## config.mk

```make
export PLATFORM = sky130hd
export DESIGN_NAME = sdiv_unit
export DESIGN_NICKNAME = d
export VERILOG_FILES = /design/src/rtl/sdiv_pkg.sv /design/src/rtl/sdiv_operand_prep.sv /design/src/rtl/sdiv_iter_core.sv /design/src/rtl/sdiv_result_fix.sv /design/src/rtl/sdiv_unit.sv
export SDC_FILE = /design/constraint.sdc
export NUM_CORES = 1
export LEC_CHECK = 0
export ABC_AREA = 1
export CORE_ASPECT_RATIO = 1.4
export CORE_MARGIN = 8
export CORE_UTILIZATION = 45
export CTS_CLUSTER_DIAMETER = 80
export DETAILED_ROUTE_END_ITERATION = 12
export GPL_ROUTABILITY_DRIVEN = 0
export PLACE_DENSITY_LB_ADDON = 0.3
export SETUP_SLACK_MARGIN = 0.15
export SLEW_MARGIN = 20
export SYNTH_ARGS = -nofsm -noshare
export SYNTH_HDL_FRONTEND = slang
export SYNTH_SLANG_ARGS = --single-unit
```

## constraint.sdc

```tcl
create_clock -name clk -period 5.4 [get_ports clk]
set_clock_uncertainty 0.15 [all_clocks]
set_input_delay 0.54 -clock clk [delete_from_list [all_inputs] [get_ports clk]]
set_output_delay 0.54 -clock clk [all_outputs]
set_load 0.03 [all_outputs]
```

## src/rtl/sdiv_pkg.sv

```systemverilog
package sdiv_pkg;
  typedef enum logic [1:0] {
    ST_IDLE = 2'd0,
    ST_RUN  = 2'd1,
    ST_FIN  = 2'd2
  } dv_state_e;

  typedef struct packed {
    logic wide;
    logic sgn;
    logic rem;
  } dv_op_t;
endpackage

```

## src/rtl/sdiv_operand_prep.sv

```systemverilog
module sdiv_operand_prep
  import sdiv_pkg::*;
#(
  parameter int DATA_W = 64
) (
  input  dv_op_t            op_i,
  input  logic [DATA_W-1:0] a_i,
  input  logic [DATA_W-1:0] b_i,
  output logic [DATA_W-1:0] num_o,
  output logic [DATA_W-1:0] den_o,
  output logic              neg_quo_o,
  output logic              neg_rem_o,
  output logic              zero_div_o,
  output logic              ovf_o
);
  localparam int HALF_W = DATA_W / 2;
  localparam logic [DATA_W-1:0] WIDE_MIN   = {1'b1, {(DATA_W-1){1'b0}}};
  localparam logic [DATA_W-1:0] NARROW_MIN = {{(HALF_W+1){1'b1}}, {(HALF_W-1){1'b0}}};

  // Bring the operand to full width according to the selected variant.
  function automatic logic [DATA_W-1:0] widen(input logic [DATA_W-1:0] v,
                                              input logic wide, input logic sgn);
    if (wide) return v;
    return {{HALF_W{sgn & v[HALF_W-1]}}, v[HALF_W-1:0]};
  endfunction

  function automatic logic [DATA_W-1:0] magnitude(input logic [DATA_W-1:0] v,
                                                  input logic neg);
    return neg ? (~v + 1'b1) : v;
  endfunction

  logic [DATA_W-1:0] a_ext, b_ext, a_mag, b_mag;
  logic              a_neg, b_neg;

  assign a_ext = widen(a_i, op_i.wide, op_i.sgn);
  assign b_ext = widen(b_i, op_i.wide, op_i.sgn);
  assign a_neg = op_i.sgn & a_ext[DATA_W-1];
  assign b_neg = op_i.sgn & b_ext[DATA_W-1];
  assign a_mag = magnitude(a_ext, a_neg);
  assign b_mag = magnitude(b_ext, b_neg);

  // Narrow numerators sit in the upper half so only HALF_W steps are needed.
  assign num_o      = op_i.wide ? a_mag : {a_mag[HALF_W-1:0], {HALF_W{1'b0}}};
  assign den_o      = b_mag;
  assign neg_quo_o  = a_neg ^ b_neg;
  assign neg_rem_o  = a_neg;
  assign zero_div_o = (b_ext == '0);
  assign ovf_o      = op_i.sgn && (b_ext == '1) &&
                      (a_ext == (op_i.wide ? WIDE_MIN : NARROW_MIN));
endmodule

```

## src/rtl/sdiv_iter_core.sv

```systemverilog
module sdiv_iter_core #(
  parameter int DATA_W = 64
) (
  input  logic              clk,
  input  logic              rst_n,
  input  logic              load_i,
  input  logic              wide_i,
  input  logic [DATA_W-1:0] num_i,
  input  logic [DATA_W-1:0] den_i,
  output logic [DATA_W-1:0] quo_o,
  output logic [DATA_W-1:0] rem_o,
  output logic              running_o,
  output logic              last_o
);
  localparam int HALF_W = DATA_W / 2;
  localparam int CNT_W  = $clog2(DATA_W + 1);
  localparam logic [CNT_W-1:0] STEPS_WIDE   = CNT_W'(DATA_W);
  localparam logic [CNT_W-1:0] STEPS_NARROW = CNT_W'(HALF_W);

  logic [DATA_W-1:0] part_r, quo_r, den_r;
  logic [CNT_W-1:0]  cnt_r;

  // One restoring step: shift in the next numerator bit, subtract if it fits.
  logic [DATA_W:0]   shifted;
  logic              step_take;
  logic [DATA_W:0]   step_diff;

  assign shifted   = {part_r, quo_r[DATA_W-1]};
  assign step_take = (shifted >= {1'b0, den_r});
  assign step_diff = shifted - {1'b0, den_r};

  always_ff @(posedge clk or negedge rst_n) begin
    if (!rst_n) begin
      part_r <= '0;
      quo_r  <= '0;
      den_r  <= '0;
      cnt_r  <= '0;
    end else if (load_i) begin
      part_r <= '0;
      quo_r  <= num_i;
      den_r  <= den_i;
      cnt_r  <= wide_i ? STEPS_WIDE : STEPS_NARROW;
    end else if (cnt_r != '0) begin
      part_r <= step_take ? step_diff[DATA_W-1:0] : shifted[DATA_W-1:0];
      quo_r  <= {quo_r[DATA_W-2:0], step_take};
      cnt_r  <= cnt_r - 1'b1;
    end
  end

  assign running_o = (cnt_r != '0);
  assign last_o    = (cnt_r == CNT_W'(1));
  assign quo_o     = quo_r;
  assign rem_o     = part_r;


  load_idle_chk: assert property (@(posedge clk) disable iff (!rst_n)
    load_i |-> !running_o);

  rem_bound_chk: assert property (@(posedge clk) disable iff (!rst_n)
    last_o |=> (part_r < den_r));
endmodule

```

## src/rtl/sdiv_result_fix.sv

```systemverilog
module sdiv_result_fix #(
  parameter int DATA_W = 64
) (
  input  logic [DATA_W-1:0] quo_i,
  input  logic [DATA_W-1:0] rem_i,
  input  logic              neg_quo_i,
  input  logic              neg_rem_i,
  input  logic              wide_i,
  input  logic              sel_rem_i,
  output logic [DATA_W-1:0] res_o
);
  localparam int HALF_W = DATA_W / 2;

  function automatic logic [DATA_W-1:0] apply_sign(input logic [DATA_W-1:0] v,
                                                   input logic neg);
    return neg ? (~v + 1'b1) : v;
  endfunction

  function automatic logic [DATA_W-1:0] fit_width(input logic [DATA_W-1:0] v,
                                                  input logic wide);
    if (wide) return v;
    return {{HALF_W{v[HALF_W-1]}}, v[HALF_W-1:0]};
  endfunction

  logic [DATA_W-1:0] signed_val;
  assign signed_val = sel_rem_i ? apply_sign(rem_i, neg_rem_i)
                                : apply_sign(quo_i, neg_quo_i);
  assign res_o = fit_width(signed_val, wide_i);
endmodule

```

## src/rtl/sdiv_unit.sv

```systemverilog
module sdiv_unit
  import sdiv_pkg::*;
#(
  parameter int DATA_W = 64
) (
  input  logic              clk,
  input  logic              rst_n,
  input  logic              start_i,
  input  logic              op_wide_i,
  input  logic              op_signed_i,
  input  logic              op_rem_i,
  input  logic [DATA_W-1:0] dividend_i,
  input  logic [DATA_W-1:0] divisor_i,
  output logic              busy_o,
  output logic              done_o,
  output logic [DATA_W-1:0] result_o,
  output logic              div_zero_o,
  output logic              overflow_o
);
  localparam int HALF_W = DATA_W / 2;
  localparam int LAT_W  = $clog2(DATA_W + 3);
  localparam logic [DATA_W-1:0] WIDE_MIN   = {1'b1, {(DATA_W-1){1'b0}}};
  localparam logic [DATA_W-1:0] NARROW_MIN = {{(HALF_W+1){1'b1}}, {(HALF_W-1){1'b0}}};

  dv_state_e         state_q;
  dv_op_t            op_in, op_q;
  logic              neg_quo_q, neg_rem_q, ovf_pend_q;
  logic              done_q, dz_q, ovf_q;
  logic [DATA_W-1:0] res_q;

  // Named internal events
  logic              accept;
  logic              accept_zero;
  logic              accept_run;
  logic [DATA_W-1:0] pre_num, pre_den;
  logic              pre_neg_quo, pre_neg_rem, pre_zero, pre_ovf;
  logic [DATA_W-1:0] core_quo, core_rem, fix_res;
  logic              core_running, core_last;

  assign op_in       = '{wide: op_wide_i, sgn: op_signed_i, rem: op_rem_i};
  assign accept      = (state_q == ST_IDLE) && start_i;
  assign accept_zero = accept && pre_zero;
  assign accept_run  = accept && !pre_zero;

  sdiv_operand_prep #(.DATA_W(DATA_W)) prep_i (
    .op_i       (op_in),
    .a_i        (dividend_i),
    .b_i        (divisor_i),
    .num_o      (pre_num),
    .den_o      (pre_den),
    .neg_quo_o  (pre_neg_quo),
    .neg_rem_o  (pre_neg_rem),
    .zero_div_o (pre_zero),
    .ovf_o      (pre_ovf)
  );

  sdiv_iter_core #(.DATA_W(DATA_W)) core_i (
    .clk       (clk),
    .rst_n     (rst_n),
    .load_i    (accept_run),
    .wide_i    (op_wide_i),
    .num_i     (pre_num),
    .den_i     (pre_den),
    .quo_o     (core_quo),
    .rem_o     (core_rem),
    .running_o (core_running),
    .last_o    (core_last)
  );

  sdiv_result_fix #(.DATA_W(DATA_W)) fix_i (
    .quo_i     (core_quo),
    .rem_i     (core_rem),
    .neg_quo_i (neg_quo_q),
    .neg_rem_i (neg_rem_q),
    .wide_i    (op_q.wide),
    .sel_rem_i (op_q.rem),
    .res_o     (fix_res)
  );

  always_ff @(posedge clk or negedge rst_n) begin
    if (!rst_n) begin
      state_q    <= ST_IDLE;
      op_q       <= '0;
      neg_quo_q  <= 1'b0;
      neg_rem_q  <= 1'b0;
      ovf_pend_q <= 1'b0;
      done_q     <= 1'b0;
      dz_q       <= 1'b0;
      ovf_q      <= 1'b0;
      res_q      <= '0;
    end else begin
      done_q <= 1'b0;
      case (state_q)
        ST_IDLE: begin
          if (accept) begin
            op_q       <= op_in;
            neg_quo_q  <= pre_neg_quo;
            neg_rem_q  <= pre_neg_rem;
            ovf_pend_q <= pre_ovf;
            if (pre_zero) begin
              done_q <= 1'b1;
              res_q  <= '0;
              dz_q   <= 1'b1;
              ovf_q  <= 1'b0;
            end else begin
              state_q <= ST_RUN;
            end
          end
        end
        ST_RUN: begin
          if (core_last) state_q <= ST_FIN;
        end
        ST_FIN: begin
          done_q  <= 1'b1;
          res_q   <= fix_res;
          dz_q    <= 1'b0;
          ovf_q   <= ovf_pend_q;
          state_q <= ST_IDLE;
        end
        default: state_q <= ST_IDLE;
      endcase
    end
  end

  assign busy_o     = (state_q != ST_IDLE);
  assign done_o     = done_q;
  assign result_o   = res_q;
  assign div_zero_o = dz_q;
  assign overflow_o = ovf_q;

  // Latency observer for the timing property
  logic [LAT_W-1:0] lat_q;
  always_ff @(posedge clk or negedge rst_n) begin
    if (!rst_n)          lat_q <= '0;
    else if (accept_run) lat_q <= '0;
    else if (busy_o)     lat_q <= lat_q + 1'b1;
  end


  zero_fast_chk: assert property (@(posedge clk) disable iff (!rst_n)
    accept_zero |=> (done_o && div_zero_o && !overflow_o && result_o == '0 && !busy_o));

  no_overflow_chk: assert property (@(posedge clk) disable iff (!rst_n)
    (done_o && !op_q.sgn) |-> !overflow_o);

  narrow_sext_chk: assert property (@(posedge clk) disable iff (!rst_n)
    (done_o && !op_q.wide) |-> (result_o[DATA_W-1:HALF_W] == {HALF_W{result_o[HALF_W-1]}}));

  ovf_value_chk: assert property (@(posedge clk) disable iff (!rst_n)
    (done_o && overflow_o) |->
      (result_o == (op_q.rem ? '0 : (op_q.wide ? WIDE_MIN : NARROW_MIN))));

  rem_sign_chk: assert property (@(posedge clk) disable iff (!rst_n)
    (done_o && !div_zero_o && op_q.sgn && op_q.rem && result_o != '0)
      |-> (result_o[DATA_W-1] == neg_rem_q));

  latency_chk: assert property (@(posedge clk) disable iff (!rst_n)
    (done_o && !div_zero_o) |-> (lat_q == LAT_W'((op_q.wide ? DATA_W : HALF_W) + 1)));

  hold_chk: assert property (@(posedge clk) disable iff (!rst_n)
    !done_o |-> ($stable(result_o) && $stable(div_zero_o) && $stable(overflow_o)));

  pulse_chk: assert property (@(posedge clk) disable iff (!rst_n)
    (done_o && !div_zero_o) |=> !done_o || div_zero_o);

  back_to_back_chk: assert property (@(posedge clk) disable iff (!rst_n)
    (done_o && accept_run) |=> (busy_o && core_running));
endmodule

```

==> After elaboration in Yosys (flattened, before gate mapping) <==
Cells that the tools add are included.
{ "classes": {"addsub": 6, "n_mul": 0, "div_mod_pow": 0, "magnitude_cmp": 1, "n_eq_ne": 9, "shifts": 0, "n_mux": 39, "n_bitwise": 9, "n_reduce_logical": 14} }
{ "ops": {"columns": ["cell", "n"], "rows": [
  ["$mux 64", 19],
  ["$add 64x1->64 const B", 4],
  ["$not 64->64", 4],
  ["$pmux 64 s2", 1],
  ["$ge 65x64->1", 1],
  ["$eq 64x64->1", 1],
  ["$eq 64x64->1 const B", 1],
  ["$logic_not 64->1", 1],
  ["$sub 64x64->64", 1],
  ["$mux 63", 1],
  ["$mux 7", 3],
  ["$mux 1", 8],
  ["$eq 7x1->1 const B", 1],
  ["$reduce_bool 7->1", 1],
  ["$sub 7x1->7 const B", 1],
  ["$mux 2", 3],
  ["$ne 2x2->1 const B", 3],
  ["$pmux 1 s2", 3],
  ["$reduce_and 3->1", 2],
  ["$reduce_bool 2->1", 3],
  ["$and 1x1->1", 4],
  ["$logic_and 1x1->1", 4],
  ["$pmux 2 s2", 1],
  ["$eq 2x1->1 const B", 1],
  ["6 further kinds", 6]
]} }
{ "totals": {"register_bits": 273, "latch_bits": 0, "mem_bits_rw": 0, "rom_bits": 0, "in_bits": 134, "out_inout_bits": 68, "wordCells": 92, "mem_count": 0} }

==> Longest topological paths before layout <==
{ "logic_depth": {"depth_word": 7, "mapped_depth": 19, "depth_no_buf": 19} }

==> Cells and area by module <==
Synthesis repeated with hierarchy kept, for this count alone.
{ "unflattened": {"hier_cells": 5165, "hier_area_um2": 28825.1} }
{ "by_module_without_submodules": {"columns": ["mod", "instances", "cells_each", "area_per_inst_um2", "seq_area_each_um2"], "rows": [
  ["sdiv_iter_core", 1, 2311, 14841.7, 4979.8],
  ["sdiv_operand_prep", 1, 1309, 5868.1, 0.0],
  ["sdiv_result_fix", 1, 1224, 5206.2, 0.0],
  ["sdiv_unit", 1, 321, 2909.0, 1851.8]
]} }

==> Least setup slack after synthesis <==
No wires, ideal clock.
{ "synth_path": {"path_kind": "flip-flop to flip-flop", "from": "reg core_i.part_r[53], in the netlist core_i.rem_o[53]", "to": "reg core_i.part_r[54], in the netlist core_i.rem_o[54]", "setup_ps": 116, "t_arrival_ps": 2254, "setup_slack_ps": 2880, "path_stages_with_launch": 13, "path_buffers": 1, "cell_sequence": "dfrtp_1 > ha_1 > a21oi_1 > o21ai_0 > o21ai_0 > nand3_1 > nor2_2 > nand2_1 > nand2_1 > buf_2 > nand2_1 > nand2_1 > nand2_1"} }
{ "synth_between": {"elab_chain_len": 4, "word_cells_on_any_way": 5, "classes_between": "add/sub (1); order compare (1); mux (3)"} }
{ "synth_lines": {"columns": ["element", "line_no", "text"], "rows": [
  ["from (decl)", "sdiv_iter_core.sv:20", "logic [DATA_W-1:0] part_r, quo_r, den_r;"],
  ["from (signal assigned)", "sdiv_iter_core.sv:44", "part_r <= step_take ? step_diff[DATA_W-1:0] : shifted[DATA_W-1:0];"],
  ["$sub 64x64->64 / $ge 65x64->1 (equally long branches)", "sdiv_iter_core.sv:30, sdiv_iter_core.sv:29", null],
  ["$mux 64 (*)", "sdiv_iter_core.sv:44", null],
  ["$mux 64 (*)", "sdiv_iter_core.sv:43", "end else if (cnt_r != '0) begin"],
  ["$mux 64 (*)", "sdiv_iter_core.sv:38", "end else if (load_i) begin"]
]} }
Mark *: on every way between the ends. The rest lies on a longest branch, timed or not. The select of a mux whose other input is x is not followed.
A chain may end at the register's enable or synchronous reset.

==> Final worst setup path <==
{ "layout_path": {"from": "reg core_i.part_r[40], in the netlist core_i.rem_o[40]", "to": "reg core_i.part_r[54], in the netlist core_i.rem_o[54]"} }
The elaborated chain is that of the path after synthesis.

==> results summary <==
The dominant combinational cell family by area after synthesis is simple AND/OR/NAND/NOR gates. The average footprint of a synthesized cell is around 5.5 sq um. The final worst-path cycle share is between 70% and 80%. The library cell used most frequently in the layout, excluding fill and tap cells, is sky130_fd_sc_hd__nand2_1. The worst slack at placement came out at 1.22 ns.

The die covers 0.0701 sq mm. The final routed wirelength across all metal layers came out at 131,000 microns. The maximum clock frequency came out at ~250 MHz. Entering global routing, the biggest net connects 112 pins.

Setup repair after global routing left no endpoint under its margin. Setup violations remaining at the end of the flow were counted as 0. At the end of the flow, the number of nets in the layout was between 5,000 and 6,000. The share of the synthesized area in compound gates (AO/OA/AOI/OAI) is under 10%. The reported max-cap violation count came out at 0. Dividing the detail-routed wire length by the instance count gives 21.9 microns. The HPWL after detailed placement is approximately 100,000 microns. The top cell types in the final layout, fill and taps aside, are sky130_fd_sc_hd__nand2_1 (2,002), sky130_fd_sc_hd__inv_1 (655), sky130_fd_sc_hd__nor2_1 (612).

The category of the worst setup path launch point is a flip-flop. The number of H-tree branching levels is 1. The leakage power came out at 17.2 nW.

The tree is rooted in a sky130_fd_sc_hd__clkbuf_16. The initial antenna violation count is 0. For the pin with the worst max-slew slack, the measured transition is 1.15 ns. The worst-case reg-to-reg path depth came out at 15. The number of endpoints with negative hold slack in the final report came out at 0.

The cell area after synthesis came out at 0.0278 sq mm. The number of buffers inserted during clock tree synthesis is 29. The number of synthesized register bits came out at 273. The internal portion of the total power is 3.49 mW. The synthesized netlist devotes 3.31% of its cell area to XOR and XNOR gates. The via count normalized by instance count came out at 5.70.

The worst pin sits at a relative slew slack of a little under a quarter. Registers are responsible for between 40% and 50% of the overall power. The number of nets with antenna violations after routing came out at 0. The post-route DRC violation count is 0. The DRC marker count from the first detailed-route iteration is 3,967. In this design, the stage delay of the slowest critical-path cell is 0.67 ns. The tightest min-delay check is of the flip-flop to flip-flop type. The number of clock sinks is 273. Ranked by total cell area, the synthesized netlist is headed by sky130_fd_sc_hd__nand2_1 (27%), sky130_fd_sc_hd__dfrtp_1 (25%), sky130_fd_sc_hd__inv_1 (8.9%). The flow ran to the end, and the final reports show no timing, DRC or antenna violations. The arrival time of the worst setup path is 4.37 ns. The via count is 34,100.

For the worst-skew pair, the clock arrives at the later sink with an insertion delay of 0.61 ns. The maximum clock insertion buffer count is 3. The final antenna diode count is 0. The synthesized netlist net count came out at approximately 5,200. The count of instances resized after the clock tree is built is 0. The flop-to-flop setup slack is 1.37 ns. The clock period minus final worst setup slack came out at 4.03 ns.

Once the floorplan was initialized, standard cells occupied 45.2% of the core. The fraction of the mapped netlist area in adder cells is around 3.3%. Of the post-synthesis cell area, the dominant cell type holds a little over a quarter. Adding up every negative setup slack in the final design gives 0 ns. After clock tree synthesis, the clock-pin slew on the worst setup and hold paths is 0.07 ns. The fraction of the mapped netlist area in simple logic gates is between 40% and 50%. The core box area came out at 0.0615 sq mm.

The worst ir drop on vdd is between 200 and 250 uV. The power density over the cells came out at 154 mW/mm^2. In this run the worst path has a maximum fanout of 63. The number of buffer cells added on primary ports is approximately 200. The portion of netlist area occupied by mux cells is 0%. The share of async-settable or async-resettable flops after synthesis is 100%.

The fraction of power consumed by the clock network came out at 44.6%. The worst setup margin came out at 1.37 ns. Following the worst setup path forward leads to its endpoint at core_i.rem_o[54]. The worst setup path is captured at a flip-flop. Tracing the worst setup path back leads to its startpoint at core_i.rem_o[40].

The most numerous cell type found on the critical path is sky130_fd_sc_hd__nand2_1. The signal on the critical path passes through ha_1 > nand2_1 > inv_1 > nand2_1 > nor2_1 > nand2_1 > nor2_1 > nand2_1 > nand3_1 > nor2_4 > nand2_2 > buf_4 > nand3_1 > nand2_1 > nand2_1. The fraction of layout instances using a drive strength above 1 is 2.11%.

In this run the critical register-to-register path is launched from core_i.rem_o[40]. The count of boundary I/O pins came out at between 200 and 250. The post-synthesis cell type with the largest combined area is sky130_fd_sc_hd__nand2_1. The proportion of power drawn by combinational gates is a little over an eighth.

The total grt overflow is 0. The worst hold path cell count came out at 2. The count of synthesis-stage warnings from yosys came out at 0. The final count of pins violating max slew is 0. At the worst endpoint, the required time is 5.74 ns. The share of the core filled with cells is about half. Summed over all nets, the switching power comes to 1.35 mW. In the synthesized netlist the dominant register cell turns out to be sky130_fd_sc_hd__dfrtp_1.

The cell count after synthesis is 5,023. The y dimension of the die is 310 microns. In this run switching power makes up 27.9% of total power. The number of global-route vias before repair is about 32,000. Yosys mapped a number of flops with a built-in enable equal to 0. The number of optimization iterations in the first detailed-route pass came out at 10. In this run, distinct cell masters in the synthesized netlist total 46. The sequential-to-total area share from yosys stat is approximately a quarter. The count of standard-cell rows came out at 108.

The endpoint identified for the worst register-to-register timing path is core_i.rem_o[54]. Measured along the x axis, the die boundary spans 226 microns. The critical path is of the flip-flop to flip-flop type. The first global-routing pass estimated ~190,000 microns of wire. The count of buffers added by post-CTS timing repair for setup came out at 0. TritonCTS built the clock tree.

The largest individual stage delay along the critical path comes from the cell sky130_fd_sc_hd__ha_1. The number of hold buffers added after CTS is 1. The area growth from synthesis to layout is 13.2%. The all-layer global routing usage came out at 36.6%.
==> stage by stage <==
stage          instances  hold slack (ns)  area, sq um  power, mW
3_5_place_dp        5932            0.312        30500       2.68
5_1_grt             5985            0.347        31500       4.96
2_1_floorplan       5023           0.0944        27800       2.38
6_report            5985            0.326        31500       4.83
3_3_place_gp        5932            0.306        30500       2.69
4_1_cts             5985            0.328        31500       4.81
==> layer usage <==
metal  up-vias  wire length [microns]  GRT usage (%)  share of wire (%)
met5         -                      0         0.0701                  0
met4         0                  14900           34.1                 11
met3       651                  13400           7.64                 10
met2      2191                  59200           59.7                 45
met1     15300                  43600           39.5                 33
li1      16000                      -              -                  -
==> flip-flops by register name, summed over array words and instances, names as in the netlist <==
signal	cells
core_i.den_r	64
done_o	1
core_i.cnt_r	7
core_i.quo_o	64
core_i.rem_o	64
div_zero_o	1
result_o	64
state_q	2
neg_rem_q	1
op_q	2
neg_quo_q	1
ovf_pend_q	1
overflow_o	1
==> how the worst min path moves through the flow <==
| stage | start | end |
|---|---|---|
| 2_1_floorplan | rst_n | core_i.cnt_r[0] |
| 3_3_place_gp | result_o[0] | result_o[0] |
| 3_5_place_dp | result_o[31] | result_o[31] |
| 4_1_cts | result_o[31] | result_o[31] |
| 5_1_grt | result_o[40] | result_o[40] |
| 6_report | result_o[31] | result_o[31] |
==> kinds of logic (layout without fill, tap and decap cells) <==
family | after synthesis | count (layout)
AO/OA/AOI/OAI | 466 | 466
XOR/XNOR | 105 | 105
adder cells (fa/ha/maj) | 72 | 72
buffers and inverters | 811 | 948
flip-flops | 273 | 273
AND/OR/NAND/NOR | 3296 | 3296
==> power by group through the flow <==
stage | Combinational [mW] | Sequential (mW) | Clock, mW
CTS | 0.604 | 2.04 | 2.16
global placement | 0.603 | 2.08 | 0
floorplan | 0.301 | 2.08 | 0
global route | 0.679 | 2.04 | 2.24
detailed placement | 0.602 | 2.08 | 0
finish | 0.632 | 2.04 | 2.16
==> critical path: cells and delay by family (launching register included) <==
family / cells / cell delay (ns)
fa+ha+maj: 1 / 0.67
flops: 1 / 0.55
simple gates: 12 / 1.82
buf+inv: 2 / 0.72
==> synth_stat cells, types with 10 or more instances <==
master                     number
sky130_fd_sc_hd__nand2_1     2003
sky130_fd_sc_hd__inv_1        657
sky130_fd_sc_hd__nor2_1       613
sky130_fd_sc_hd__nand3_1      486
sky130_fd_sc_hd__dfrtp_1      273
sky130_fd_sc_hd__o21ai_0      266
sky130_fd_sc_hd__a21oi_1      124
sky130_fd_sc_hd__clkbuf_1      81
sky130_fd_sc_hd__nand4_1       77
sky130_fd_sc_hd__ha_1          71
sky130_fd_sc_hd__xor2_1        60
sky130_fd_sc_hd__nor3_1        45
sky130_fd_sc_hd__xnor2_1       45
sky130_fd_sc_hd__buf_2         41
sky130_fd_sc_hd__nand3b_1      40
sky130_fd_sc_hd__o211ai_1      31
sky130_fd_sc_hd__buf_1         16
sky130_fd_sc_hd__buf_4         10
==> layout make-up <==
cell class	count	area [sq um]
well taps	825	1030
fillers	6546	30000
clock inverters	14	198
flip-flops and latches	273	6840
inverters	662	2480
repair buffers	234	2280
clock buffers	38	800
multi-input cells	3939	17800
(Power assumes the default switching activity.)
